<file path="src/rtl/fbr_pkg.sv">
package fbr_pkg;

    localparam int NIF    = 4;
    localparam int NBANK  = 5;
    localparam int BANK_W = $clog2(NBANK);
    localparam int SRC_W  = $clog2(NIF);
    localparam int PORT_W = 2;

    localparam int IF_MAIN = 0;
    localparam int IF_CPU3 = 1;
    localparam int IF_UPD  = 2;
    localparam int IF_DATA = 3;

    localparam logic [BANK_W-1:0] DATA_BANK = BANK_W'(4);

    typedef struct packed {
        logic dual;
        logic swap_c1;
        logic swap_c3;
    } fbr_cfg_t;

    typedef struct packed {
        logic              bad;
        logic [BANK_W-1:0] bank;
    } fbr_route_t;

    // Resolve one interface/port pair to a bank under a configuration.
    // Code bank index = {half, index-in-half}.
    function automatic fbr_route_t fbr_route(input int unsigned ifc,
                                             input logic [PORT_W-1:0] port,
                                             input logic fetch,
                                             input fbr_cfg_t c);
        fbr_route_t r;
        logic live_half;
        logic idle_half;
        live_half = c.swap_c1;
        idle_half = ~c.swap_c1;
        r.bad  = 1'b0;
        r.bank = '0;
        case (ifc)
            IF_MAIN: begin
                if (!port[1])
                    r.bank = {1'b0, live_half, port[0]};
                else if (!c.dual)
                    r.bank = {1'b0, idle_half, port[0]};
                else
                    r.bad = 1'b1;
            end
            IF_CPU3: begin
                if (!c.dual || port[1])
                    r.bad = 1'b1;
                else
                    r.bank = {1'b0, idle_half, port[0] ^ c.swap_c3};
            end
            IF_UPD: begin
                if (fetch || port[1])
                    r.bad = 1'b1;
                else
                    r.bank = {1'b0, idle_half, port[0]};
            end
            default: begin
                if (fetch || (port != '0))
                    r.bad = 1'b1;
                else
                    r.bank = DATA_BANK;
            end
        endcase
        return r;
    endfunction

endpackage

</file>
<file path="src/rtl/fbr_decode.sv">
module fbr_decode
    import fbr_pkg::*;
#(
    parameter int LOC_W = 10,
    parameter int IFC   = 0
) (
    input  logic                    vld,
    input  logic                    fetch,
    input  logic [LOC_W+PORT_W-1:0] addr,
    input  fbr_cfg_t                cfg,
    output logic                    want,
    output logic                    bad,
    output logic [BANK_W-1:0]       bank,
    output logic [LOC_W-1:0]        ofs
);

    fbr_route_t r;

    always_comb begin
        r    = fbr_route(IFC, addr[LOC_W +: PORT_W], fetch, cfg);
        want = vld & ~r.bad;
        bad  = vld & r.bad;
        bank = r.bank;
        ofs  = addr[LOC_W-1:0];
    end

endmodule

</file>
<file path="src/rtl/fbr_arbiter.sv">
module fbr_arbiter
    import fbr_pkg::*;
(
    input  logic                           clk,
    input  logic                           rst,
    input  logic [NIF-1:0]                 want,
    input  logic [NIF-1:0][BANK_W-1:0]     bank,
    output logic [NIF-1:0]                 grant
);

    // Lower index wins: a request is blocked by any earlier claimant of its bank.
    for (genvar i = 0; i < NIF; i++) begin : g_pri
        logic blocked;
        always_comb begin
            blocked = 1'b0;
            for (int j = 0; j < i; j++) begin
                if (want[j] && (bank[j] == bank[i]))
                    blocked = 1'b1;
            end
            grant[i] = want[i] & ~blocked;
        end

        for (genvar k = i + 1; k < NIF; k++) begin : g_pair
            a_r8_one_per_bank: assert property (@(posedge clk) disable iff (rst)
                (grant[i] && grant[k]) |-> (bank[i] != bank[k]));
        end
    end

    a_r8_primary_never_stalls: assert property (@(posedge clk) disable iff (rst)
        want[IF_MAIN] |-> grant[IF_MAIN]);

endmodule

</file>
<file path="src/rtl/fbr_cfg.sv">
module fbr_cfg
    import fbr_pkg::*;
(
    input  logic     clk,
    input  logic     rst,
    input  logic     busy,
    input  fbr_cfg_t nxt,
    output fbr_cfg_t act
);

    always_ff @(posedge clk) begin
        if (rst)
            act <= '0;
        else if (!busy)
            act <= nxt;
    end

    a_r9_hold_while_busy: assert property (@(posedge clk) disable iff (rst)
        busy |=> $stable(act));

endmodule

</file>
<file path="src/rtl/flash_bank_router.sv">
module flash_bank_router
    import fbr_pkg::*;
#(
    parameter int LOC_W = 10
) (
    input  logic                         clk,
    input  logic                         rst,
    input  logic [NIF-1:0]               req_vld,
    input  logic [NIF-1:0]               req_fetch,
    input  logic [NIF*(LOC_W+PORT_W)-1:0] req_addr,
    output logic [NIF-1:0]               req_rdy,
    output logic [NIF-1:0]               rsp_err,
    input  logic                         cfg_dual,
    input  logic                         cfg_swap_c1,
    input  logic                         cfg_swap_c3,
    output logic [NBANK-1:0]             bank_vld,
    output logic [NBANK*LOC_W-1:0]       bank_addr,
    output logic [NBANK*SRC_W-1:0]       bank_src
);

    localparam int AW = LOC_W + PORT_W;

    fbr_cfg_t                     cfg_act;
    fbr_cfg_t                     cfg_nxt;
    logic                         busy;
    logic [NIF-1:0]               want;
    logic [NIF-1:0]               bad;
    logic [NIF-1:0]               grant;
    logic [NIF-1:0][BANK_W-1:0]   bank;
    logic [NIF-1:0][LOC_W-1:0]    ofs;

    logic [NBANK-1:0]             vld_q;
    logic [NBANK-1:0][LOC_W-1:0]  addr_q;
    logic [NBANK-1:0][SRC_W-1:0]  src_q;
    logic [NIF-1:0]               err_q;

    assign cfg_nxt = '{dual: cfg_dual, swap_c1: cfg_swap_c1, swap_c3: cfg_swap_c3};
    assign busy    = (|req_vld) | (|vld_q) | (|err_q);

    fbr_cfg u_cfg (
        .clk  (clk),
        .rst  (rst),
        .busy (busy),
        .nxt  (cfg_nxt),
        .act  (cfg_act)
    );

    for (genvar i = 0; i < NIF; i++) begin : g_dec
        fbr_decode #(.LOC_W(LOC_W), .IFC(i)) u_dec (
            .vld   (req_vld[i]),
            .fetch (req_fetch[i]),
            .addr  (req_addr[i*AW +: AW]),
            .cfg   (cfg_act),
            .want  (want[i]),
            .bad   (bad[i]),
            .bank  (bank[i]),
            .ofs   (ofs[i])
        );
        assign req_rdy[i] = ~(want[i] & ~grant[i]);
    end

    fbr_arbiter u_arb (
        .clk   (clk),
        .rst   (rst),
        .want  (want),
        .bank  (bank),
        .grant (grant)
    );

    always_ff @(posedge clk) begin
        if (rst) begin
            vld_q  <= '0;
            addr_q <= '0;
            src_q  <= '0;
            err_q  <= '0;
        end else begin
            err_q <= bad;
            for (int b = 0; b < NBANK; b++) begin
                vld_q[b] <= 1'b0;
                for (int i = 0; i < NIF; i++) begin
                    if (grant[i] && (bank[i] == BANK_W'(b))) begin
                        vld_q[b]  <= 1'b1;
                        addr_q[b] <= ofs[i];
                        src_q[b]  <= SRC_W'(i);
                    end
                end
            end
        end
    end

    assign bank_vld  = vld_q;
    assign bank_addr = addr_q;
    assign bank_src  = src_q;
    assign rsp_err   = err_q;

    // an error response never coincides with a bank request from the same interface.
    for (genvar i = 0; i < NIF; i++) begin : g_chk_err
        for (genvar b = 0; b < NBANK; b++) begin : g_bank
            a_r7_err_no_bank: assert property (@(posedge clk) disable iff (rst)
                rsp_err[i] |-> !(bank_vld[b] && (bank_src[b*SRC_W +: SRC_W] == SRC_W'(i))));
        end
    end

    a_r5_data_bank_owner: assert property (@(posedge clk) disable iff (rst)
        bank_vld[DATA_BANK] |-> (bank_src[int'(DATA_BANK)*SRC_W +: SRC_W] == SRC_W'(IF_DATA)));

    a_r6_grant_lands: assert property (@(posedge clk) disable iff (rst)
        (|grant) |=> (|bank_vld));

    a_r7_bad_reports: assert property (@(posedge clk) disable iff (rst)
        (|bad) |=> (|rsp_err));

endmodule

</file>
<file path="config.mk">
export PLATFORM = sky130hd
export DESIGN_NAME = flash_bank_router
export DESIGN_NICKNAME = d
export VERILOG_FILES = /design/src/rtl/fbr_pkg.sv /design/src/rtl/fbr_decode.sv /design/src/rtl/fbr_arbiter.sv /design/src/rtl/fbr_cfg.sv /design/src/rtl/flash_bank_router.sv
export SDC_FILE = /design/constraint.sdc
export NUM_CORES = 1
export LEC_CHECK = 0
export ABC_AREA = 1
export BUFFER_PORTS_ARGS = -buffer_cell sky130_fd_sc_hd__buf_2
export CAP_MARGIN = 20
export CORE_ASPECT_RATIO = 1.75
export CORE_UTILIZATION = 29
export CTS_CLUSTER_SIZE = 40
export DETAILED_ROUTE_END_ITERATION = 16
export GPL_TIMING_DRIVEN = 0
export SETUP_SLACK_MARGIN = 0.1
export SLEW_MARGIN = 40
export SYNTH_ARGS = -nofsm -noshare
export SYNTH_HDL_FRONTEND = slang
export SYNTH_SLANG_ARGS = --single-unit
</file>
<file path="constraint.sdc">
create_clock -name clk -period 1.69 [get_ports clk]
set_clock_uncertainty 0.15 [all_clocks]
set_input_delay 0.169 -clock clk [delete_from_list [all_inputs] [get_ports clk]]
set_output_delay 0.169 -clock clk [all_outputs]
set_load 0.01 [all_outputs]
</file>
==> flow_summary.ini, run 1 <==
[clock_tree]
clk_latency_ps = 340
clk_pin_slew_worst_paths_ps = 70
cts_made_buffers = 9
cts_buffer_depth = 2
cts_tree = built
clock-sinks = 71
cts-root-buf = clkbuf_16
h-tree-depth = 3

[yosys]
yosys.area_share.simple_pct = 47.03
synthDistinctLibCells = 26
synth_top_family_by_area = simple AND/OR/NAND/NOR gates
yosysWarnings = 0
syn_inst = 639
synth_most_common_cell = nand2_1
yosysTopAreaCellShare_pct = 35.11
syn_area_per_cell_um2 = 6.336
ys.flop_type = dfxtp_1
synthXorXnorAreaFrac_pct = 0
ys_seq_area_share_pct = 35.11
synthArstFlopShare_pct = 0
yosysTopAreaCell = dfxtp_1
synth_edf_count = 0
ys_seq_elements = 71
synthMuxAreaShare_pct = 0
synth_compound_area_share_pct = 8.622
synth.area.top_cells = dfxtp_1, nand2_1, nor2_1
synth_fa_ha_area_share_pct = 0
netlist_area_um2 = 4049
synth_common_cells = nand2_1, nor2_1, dfxtp_1, nand3_1, o21ai_0

[sta]
rsz0062_at_grt = yes
slew_headroom_pct = 53.03
post-route-min-period_ps = 1956
worst-slew-pin-transition_ps = 704.5
fin_ws_ps = -266.1
fin_crit_sh_pct = 115.7
max_freq_mhz = 511.2
finalSetupViolCount = 47
finalHoldViolCount = 0
slew_viol_final = 0

[placed_design]
dp.cells = 942
numPortBuffers = 127
dp_hpwl_um = 11090
globalplace.congestion = 0.8939
dpl_cell_area_um2 = 4926

[finish]
final_cell_count_no_fill = 993
final_cell_area_um2 = 5941
finalCoreUtilization_pct = 43.93
nets = 873
drive_above_1_share_pct = 30.97
syn2layout_area_growth_pct = 46.72
num-fill-cells = 1431

[power_and_ir_drop]
p_leak_nw = 3.055
max-vdd-ir-drop_mv = 0.5048
cellPowerDensity_nw_per_um2 = 822.1

[routing]
drt_iter0_markers = 228
viasPerCell = 4.829
routedWlPerCell_um = 15.67
num_vias = 4795
totalWireLength_um = 15560
firstDrtPassIters = 5
drcViolationCount = 0
postRouteAntennaNets = 0

[worst_setup_path]
cp.required_ps = 1370
cp_max_fo = 6
start_kind = flip-flop
cp-end-kind = output pin
path_cells = inv_4 > nor2_4 > nand2_2 > nor2_4 > nand3_4 > nand2_4 > nand2_4 > buf_6
arrival_ps = 1640
critPathSlowestCell = dfxtp_4
worstSetupPathType = flip-flop to output pin
cpPeakStageDelay_ps = 380

[global_route]
grt_max_degree = 14
grt_pass1_vias = 4646
gr-usage-met1_pct = 22.31
grtUsageMet2_pct = 38.89
overflow = 0
grt-busiest-layer = met2
grtUsageMet3_pct = 3.391
grt_usage_pct = 21.27
grt_pass1_wl_um = 23870
antenna_found_initial = 2

[floorplanning]
initial_utilization_pct = 29.94
die_area_um2 = 14460
num_io_pins = 134
row_count = 56
coreArea_um2 = 13520
die_y_um = 158.3
chipWidth_um = 91.32

[hold_path]
hp-class = input pin to flip-flop

[run_status]
outcome = finished, violations left
violations = negative setup slack

[flow_run]
maxCapViolCount = 0
path summary, 6_finish.rpt:
kind / cells past startpoint / startpoint / end / slack, ps
worst min register to register: 2 / bank_addr[41] / bank_addr[41] / 310
worst max register to register: 11 / u_cfg.act[2] / bank_addr[4] / -250
worst min-delay path: 3 / req_vld[0] / rsp_err[0] / 10
worst max-delay path: 8 / u_cfg.act[2] / req_rdy[2] / -270
where the power goes:
part | switching [mW] | total [mW] | internal, mW
Sequential | 0.0422 | 1.80 | 1.76
Clock | 0.775 | 2.22 | 1.44
Combinational | 0.499 | 0.866 | 0.367
Total | 1.32 | 4.88 | 3.57
kinds of logic (layout without fill, tap and decap cells):
| family | Yosys count | in the layout |
|---|---|---|
| buf+inv | 82 | 258 |
| compound gates | 67 | 67 |
| flops | 71 | 71 |
| simple gates | 418 | 418 |
| other cells | 1 | 5 |
registers in the layout (all words and copies together) (netlist names):
register,flops
rsp_err,4
bank_vld,5
bank_addr,50
bank_src,9
u_cfg.act,3
worst max-delay path: cells and delay by family (launching register included):
family / cells / cell delay, ps
flops: 1 / 380
simple gates: 6 / 750
buf+inv: 2 / 180
what timing repair did:
action,CTS,global route
endpoints found under the hold margin,16,0
gates cloned,4,3
pin swaps,5,4
gates resized for setup,71,54
endpoints found under the setup margin,55,54
hold buffers,18,0
buffers inserted,6,1
layout by cell type (no fill, tap or decap), drive strengths merged, types with 4 or more instances in the layout:
master	instances
a211oi	4
a21oi	19
buf	169
clkbuf	28
dfxtp	71
dlygate4sd3	18
inv	35
nand2	199
nand3	60
nand3b	40
nand4	9
nor2	103
nor3	4
o21ai	44
through the flow:
step / TNS, ps / worst slack (ps) / power (mW) / hold WS, ps
6_report: -8398 / -266.1 / 4.884 / 9.850
5_1_grt: -13750 / -344.9 / 5.098 / 12.75
3_5_place_dp: -13030 / -357.9 / 2.577 / 300.0
2_1_floorplan: 0 / 67.10 / 2.275 / 139.1
3_3_place_gp: -13480 / -372.3 / 2.573 / 296.7
4_1_cts: -7618 / -221.4 / 4.879 / 0.4559
metal layers:
| metal | wire length [µm] | part of all wire [%] |
|---|---|---|
| met5 | 0 | 0 |
| met4 | 824 | 5.3 |
| met3 | 816 | 5.2 |
| met2 | 8128 | 52 |
| met1 | 5794 | 37 |
layout make-up:
class	instances	area (µm²)	area share, %
clock inverters	7	118.9	2.001
repair buffers	160	960.9	16.18
multi-input cells	488	2456	41.34
well taps	174	217.7	3.665
clock buffers	9	225.2	3.791
plain buffers	46	376.6	6.340
diodes	2	5.005	0.08425
inverters	36	151.4	2.548
flip-flops and latches	71	1429	24.05
(Power assumes the default switching activity.)
==> inputs of run 2 (changes only) <==
==> constraint.sdc (replaced) <==
create_clock -name clk -period 1.7 [get_ports clk]
set_clock_uncertainty 0.15 [all_clocks]
set_input_delay 0.17 -clock clk [delete_from_list [all_inputs] [get_ports clk]]
set_output_delay 0.17 -clock clk [all_outputs]
set_load 0.01 [all_outputs]
==> flow_summary.ini, run 2 (same netlist as run 1, synthesis figures left out) <==
[clock_tree]
clk_latency_ps = 330
cts-root-buf = clkbuf_16
cts_tree = built
h-tree-depth = 3
clk_pin_slew_worst_paths_ps = 70
cts_made_buffers = 9
cts_buffer_depth = 2
clock-sinks = 71

[finish]
nets = 874
syn2layout_area_growth_pct = 45.49
finalCoreUtilization_pct = 43.56
largest_reg_flops = 50
final_common_cell = nand2_1
drive_above_1_share_pct = 29.95
final_cell_area_um2 = 5891
layout_common_cells = nand2_1, buf_2, nor2_1

[global_route]
grt_usage_pct = 21.18
grt_pass1_wl_um = 23620
grt_pass1_vias = 4586
grt_max_degree = 14
antenna_found_initial = 1
overflow = 0

[run_status]
outcome = finished, violations left
violations = negative setup slack

[floorplanning]
chipWidth_um = 91.32
die_area_um2 = 14460
die_y_um = 158.3
num_io_pins = 134
initial_utilization_pct = 29.94
coreArea_um2 = 13520
row_count = 56

[worst_setup_path]
crit_buf_inv = 3
critPathSlowestCell = dfxtp_4
start_kind = flip-flop
cp-end-kind = flip-flop
cp.required_ps = 1790
crit_family = simple AND/OR/NAND/NOR gates
cpPeakStageDelay_ps = 380
path_cells = inv_4 > nor2_4 > nand4_1 > nand3_4 > buf_4 > nand4_4 > buf_4 > nand2_1 > nand2_1 > nor2_2 > nor2_1
cp_max_fo = 10
arrival_ps = 2030
worstSetupPathType = flip-flop to flip-flop

[routing]
postRouteAntennaNets = 0
totalWireLength_um = 15410
viasPerCell = 4.805
drt-met1-wl_um = 5702
drt_iter0_markers = 282
num_vias = 4771
highest_layer = met4
dr_wl_met3_um = 734
routedWlPerCell_um = 15.51
drcViolationCount = 0
dr_wl_met2_um = 8205
firstDrtPassIters = 5

[sta]
finalHoldViolCount = 0
slew_viol_final = 0
post-route-min-period_ps = 1941
fin_crit_sh_pct = 114.2
worst-slew-pin-transition_ps = 820.9
rsz0062_at_grt = yes
slew_headroom_pct = 45.28
max_freq_mhz = 515.2
fin_ws_ps = -241.1
finalSetupViolCount = 46

[power_and_ir_drop]
p_leak_nw = 3.059
power_mw = 4.837
p_int_mw = 3.540
combPwrFrac_pct = 17.5
max-vdd-ir-drop_mv = 0.3736
switching_share_pct = 26.83
seq_power_share_pct = 37.0
p_sw_mw = 1.298
clkPwrFrac_pct = 45.6
cellPowerDensity_nw_per_um2 = 821.2

[placed_design]
dpl_cell_area_um2 = 4926
dp_hpwl_um = 10980
dp_slack_ps = -348.5
numPortBuffers = 127
globalplace.congestion = 0.9424

[hold_path]
hp-class = input pin to flip-flop

[flow_run]
maxCapViolCount = 0
[run 2: cell types whose count changed in the layout (fill, tap and decap cells not counted), sizes merged]
cell / before / now
clkinvlp: 2 / 4
buf: 169 / 170
clkinv: 3 / 2
diode: 2 / 1
inv: 35 / 34
[run 2: area by class of cell]
type / instances / area, µm²
Sequential cell: 71 / 1426
Clock inverter: 7 / 121.4
Tap cell: 174 / 217.7
Antenna cell: 1 / 2.502
Buffer: 46 / 375.4
Clock buffer: 9 / 225.2
Inverter: 36 / 148.9
Fill cell: 1410 / 7632
Timing Repair Buffer: 161 / 960.9
Multi-Input combinational cell: 488 / 2412
[run 2: timing repair]
item | in CTS | in global routing
endpoints found under the hold margin | 16 | 0
gates resized for setup | 76 | 39
hold buffers | 19 | 0
pin swaps | 8 | 3
buffers inserted | 7 | 1
setup endpoints to repair | 55 | 56
gates cloned | 7 | 1
[run 2: metal layers]
layer  vias up  global-route usage [%]
li1       2404                       -
met2       174                   39.83
met5         -                       0
met1      2151                   21.68
met4         0                   13.00
met3        42                   3.629
[run 2: worst reg2reg max path: cells and delay by family, from the launching register on]
kind | cells | cell delay (ps)
DFF | 1 | 380
and+or+nand+nor | 8 | 910
buffers and inverters | 3 | 400
[run 2: worst paths after layout]
path              endpoint  slack [ps]           from  depth (start not counted)
max reg2reg  bank_addr[37]        -240   u_cfg.act[2]                         11
min             rsp_err[0]          20     req_vld[0]                          3
min reg2reg  bank_addr[41]         310  bank_addr[41]                          2
max          bank_addr[37]        -240   u_cfg.act[2]                         11
[run 2: metrics by stage]
| stage | cells | hold slack [ps] | TNS, ps |
|---|---|---|---|
| floorplan | 641 | 140.1 | 0 |
| global placement | 942 | 296.4 | -12690 |
| detailed placement | 942 | 299.5 | -12830 |
| CTS | 991 | 31.71 | -6615 |
| global route | 993 | 18.98 | -12590 |
| finish | 993 | 20.56 | -7401 |
[run 2: power groups by stage]
stage | combinational [mW] | sequential, mW | clock (mW)
after floorplan | 0.402 | 1.86 | 0
after global placement | 0.733 | 1.82 | 0
after detailed placement | 0.736 | 1.82 | 0
after CTS | 0.823 | 1.79 | 2.24
after global routing | 0.934 | 1.80 | 2.30
final | 0.845 | 1.79 | 2.20
==> inputs of run 3 (changes only) <==
--- a/config.mk
+++ b/config.mk
@@ -8,11 +8,14 @@
 export ABC_AREA = 1
 export BUFFER_PORTS_ARGS = -buffer_cell sky130_fd_sc_hd__buf_2
 export CAP_MARGIN = 20
+export CELL_PAD_IN_SITES_DETAIL_PLACEMENT = 2
+export CELL_PAD_IN_SITES_GLOBAL_PLACEMENT = 2
 export CORE_ASPECT_RATIO = 1.75
-export CORE_UTILIZATION = 29
+export CORE_UTILIZATION = 23
 export CTS_CLUSTER_SIZE = 40
 export DETAILED_ROUTE_END_ITERATION = 16
 export GPL_TIMING_DRIVEN = 0
+export PLACE_DENSITY_LB_ADDON = 0.1
 export SETUP_SLACK_MARGIN = 0.1
 export SLEW_MARGIN = 40
 export SYNTH_ARGS = -nofsm -noshare
==> flow_summary.ini, run 3 (same netlist as run 1, synthesis figures left out) <==
[worst_setup_path]
cp.required_ps = 1380
crit_buf_inv = 3
path_cells = inv_4 > nor2_4 > nand2_2 > nor2_4 > nand3_4 > nand2_4 > buf_4 > nand2_2 > buf_6
start_kind = flip-flop
ff2ff_setup_slack_ps = -260
cp_max_fo = 5
crit_family = simple AND/OR/NAND/NOR gates
timing.rr.end = bank_addr[28]
cpPeakStageDelay_ps = 380
reg2reg_from = u_cfg.act[2]
r2r_cells = 11
worstSetupPathType = flip-flop to output pin
cp-end-kind = output pin
arrival_ps = 1640
critPathSlowestCell = dfxtp_4

[finish]
drive_above_1_share_pct = 32.85
final_common_cell = nand2_1
antenna_cells = 0
layout_common_cells = nand2_1, buf_2, nor2_1
final_cell_count_no_fill = 1055
largest_reg_flops = 50
final_cell_area_um2 = 6097
syn2layout_area_growth_pct = 50.59
nets = 884

[sta]
slew_headroom_pct = 54.78
worst-slew-pin-transition_ps = 678.3
slew_viol_final = 0
finalSetupViolCount = 50
finalHoldViolCount = 0
fin_crit_sh_pct = 115.3
max_freq_mhz = 510.2
fin_setup_tns_ps = -9695
hold_slack_ps = 24.50
fin_ws_ps = -260.2
post-route-min-period_ps = 1960
rsz0062_at_grt = yes

[placed_design]
dp_hpwl_um = 14410
dpl_cell_area_um2 = 4992
dp.cells = 995
numPortBuffers = 127
globalplace.congestion = 0.8314

[floorplanning]
initial_utilization_pct = 23.67
die_y_um = 177.5
die_area_um2 = 18160
num_io_pins = 134
coreArea_um2 = 17110
chipWidth_um = 102.3
row_count = 63

[routing]
totalWireLength_um = 19550
routedWlPerCell_um = 18.53
firstDrtPassIters = 4
viasPerCell = 4.742
num_vias = 5003
postRouteAntennaNets = 0
drcViolationCount = 0
drt_iter0_markers = 97

[global_route]
grt_pass1_wl_um = 29060
antenna_found_initial = 0
grt_pass1_vias = 5334
grt_max_degree = 13
overflow = 0
grt_usage_pct = 21.53

[power_and_ir_drop]
p_sw_mw = 1.375
max-vdd-ir-drop_mv = 0.3851
seq_power_share_pct = 38.0
switching_share_pct = 29.20
p_int_mw = 3.334
p_leak_nw = 3.075
cellPowerDensity_nw_per_um2 = 772.4
clkPwrFrac_pct = 42.6
combPwrFrac_pct = 19.4
power_mw = 4.709

[clock_tree]
cts_made_buffers = 9
clock-sinks = 71
clk_pin_slew_worst_paths_ps = 60
cts-root-buf = clkbuf_16
clk_latency_ps = 340
cts_buffer_depth = 2
cts_tree = built
h-tree-depth = 3

[hold_path]
hp-class = input pin to flip-flop
worstHoldStart = req_vld[0]
min_to = rsp_err[0]
whs_path_depth = 3

[run_status]
violations = negative setup slack
outcome = finished, violations left

[flow_run]
maxCapViolCount = 0
==> run 3: changes by cell type in the layout (fill, tap and decap cells not counted), moves of 6 or more <==
cell,delta
o21ai_0,+7
nand2_2,+7
buf_6,+6
nand3_1,-7
nor2_1,-6
==> run 3: routing by layer <==
metal / routed length [µm] / up-vias / global-route usage [%]
met1: 7220 / 2436 / 21.02
li1: - / 2412 / -
met2: 11200 / 126 / 43.99
met3: 693 / 29 / 3.387
met5: 0 / - / 0
met4: 441 / 0 / 6.726
==> run 3: worst max-delay path by stage <==
| stage | startpoint | depth (start not counted) | slack, ps | endpoint |
|---|---|---|---|---|
| floorplan | u_cfg.act[2] | 12 | 80 | bank_addr[30] |
| global placement | rst | 5 | -440 | bank_src[8] |
| detailed placement | rst | 5 | -530 | bank_addr[11] |
| CTS | u_cfg.act[2] | 11 | -240 | bank_addr[29] |
| global route | u_cfg.act[2] | 11 | -380 | bank_addr[10] |
| finish | u_cfg.act[2] | 9 | -260 | req_rdy[2] |
==> run 3: cell type report <==
cell class / count / area, µm²
buffer: 46 / 394.1
clock buffer: 11 / 252.7
clock inverter: 5 / 56.30
fill: 2090 / 11010
inverter: 36 / 146.4
multi-input combinational: 488 / 2496
sequential: 71 / 1429
tap: 227 / 284.0
timing repair buffer: 171 / 1039
==> run 3: worst min-delay path: stages <==
cell    delay, ps
buf_2         110
inv_1         120
nor4_1         70
==> run 3: timing repair <==
action,in CTS,in global routing
pin swaps,16,6
buffers inserted,11,8
hold endpoints to repair,16,0
hold buffers,17,0
gates cloned,6,2
resized for setup,103,29
endpoints found under the setup margin,55,54
==> run 3: power groups by stage <==
| stage | Sequential [mW] | Combinational [mW] | Clock, mW |
|---|---|---|---|
| floorplan | 1.86 | 0.402 | 0 |
| global placement | 1.82 | 0.754 | 0 |
| detailed placement | 1.83 | 0.782 | 0 |
| CTS | 1.79 | 0.895 | 2.07 |
| global route | 1.80 | 1.01 | 2.12 |
| finish | 1.79 | 0.915 | 2.01 |
==> run 3: stage by stage <==
step	util, %	worst slack (ps)
5_1_grt	35.64	-375.6
2_1_floorplan	-	77.10
3_3_place_gp	29.19	-441.1
3_5_place_dp	29.19	-529.9
4_1_cts	34.69	-242.1
6_report	35.64	-260.2
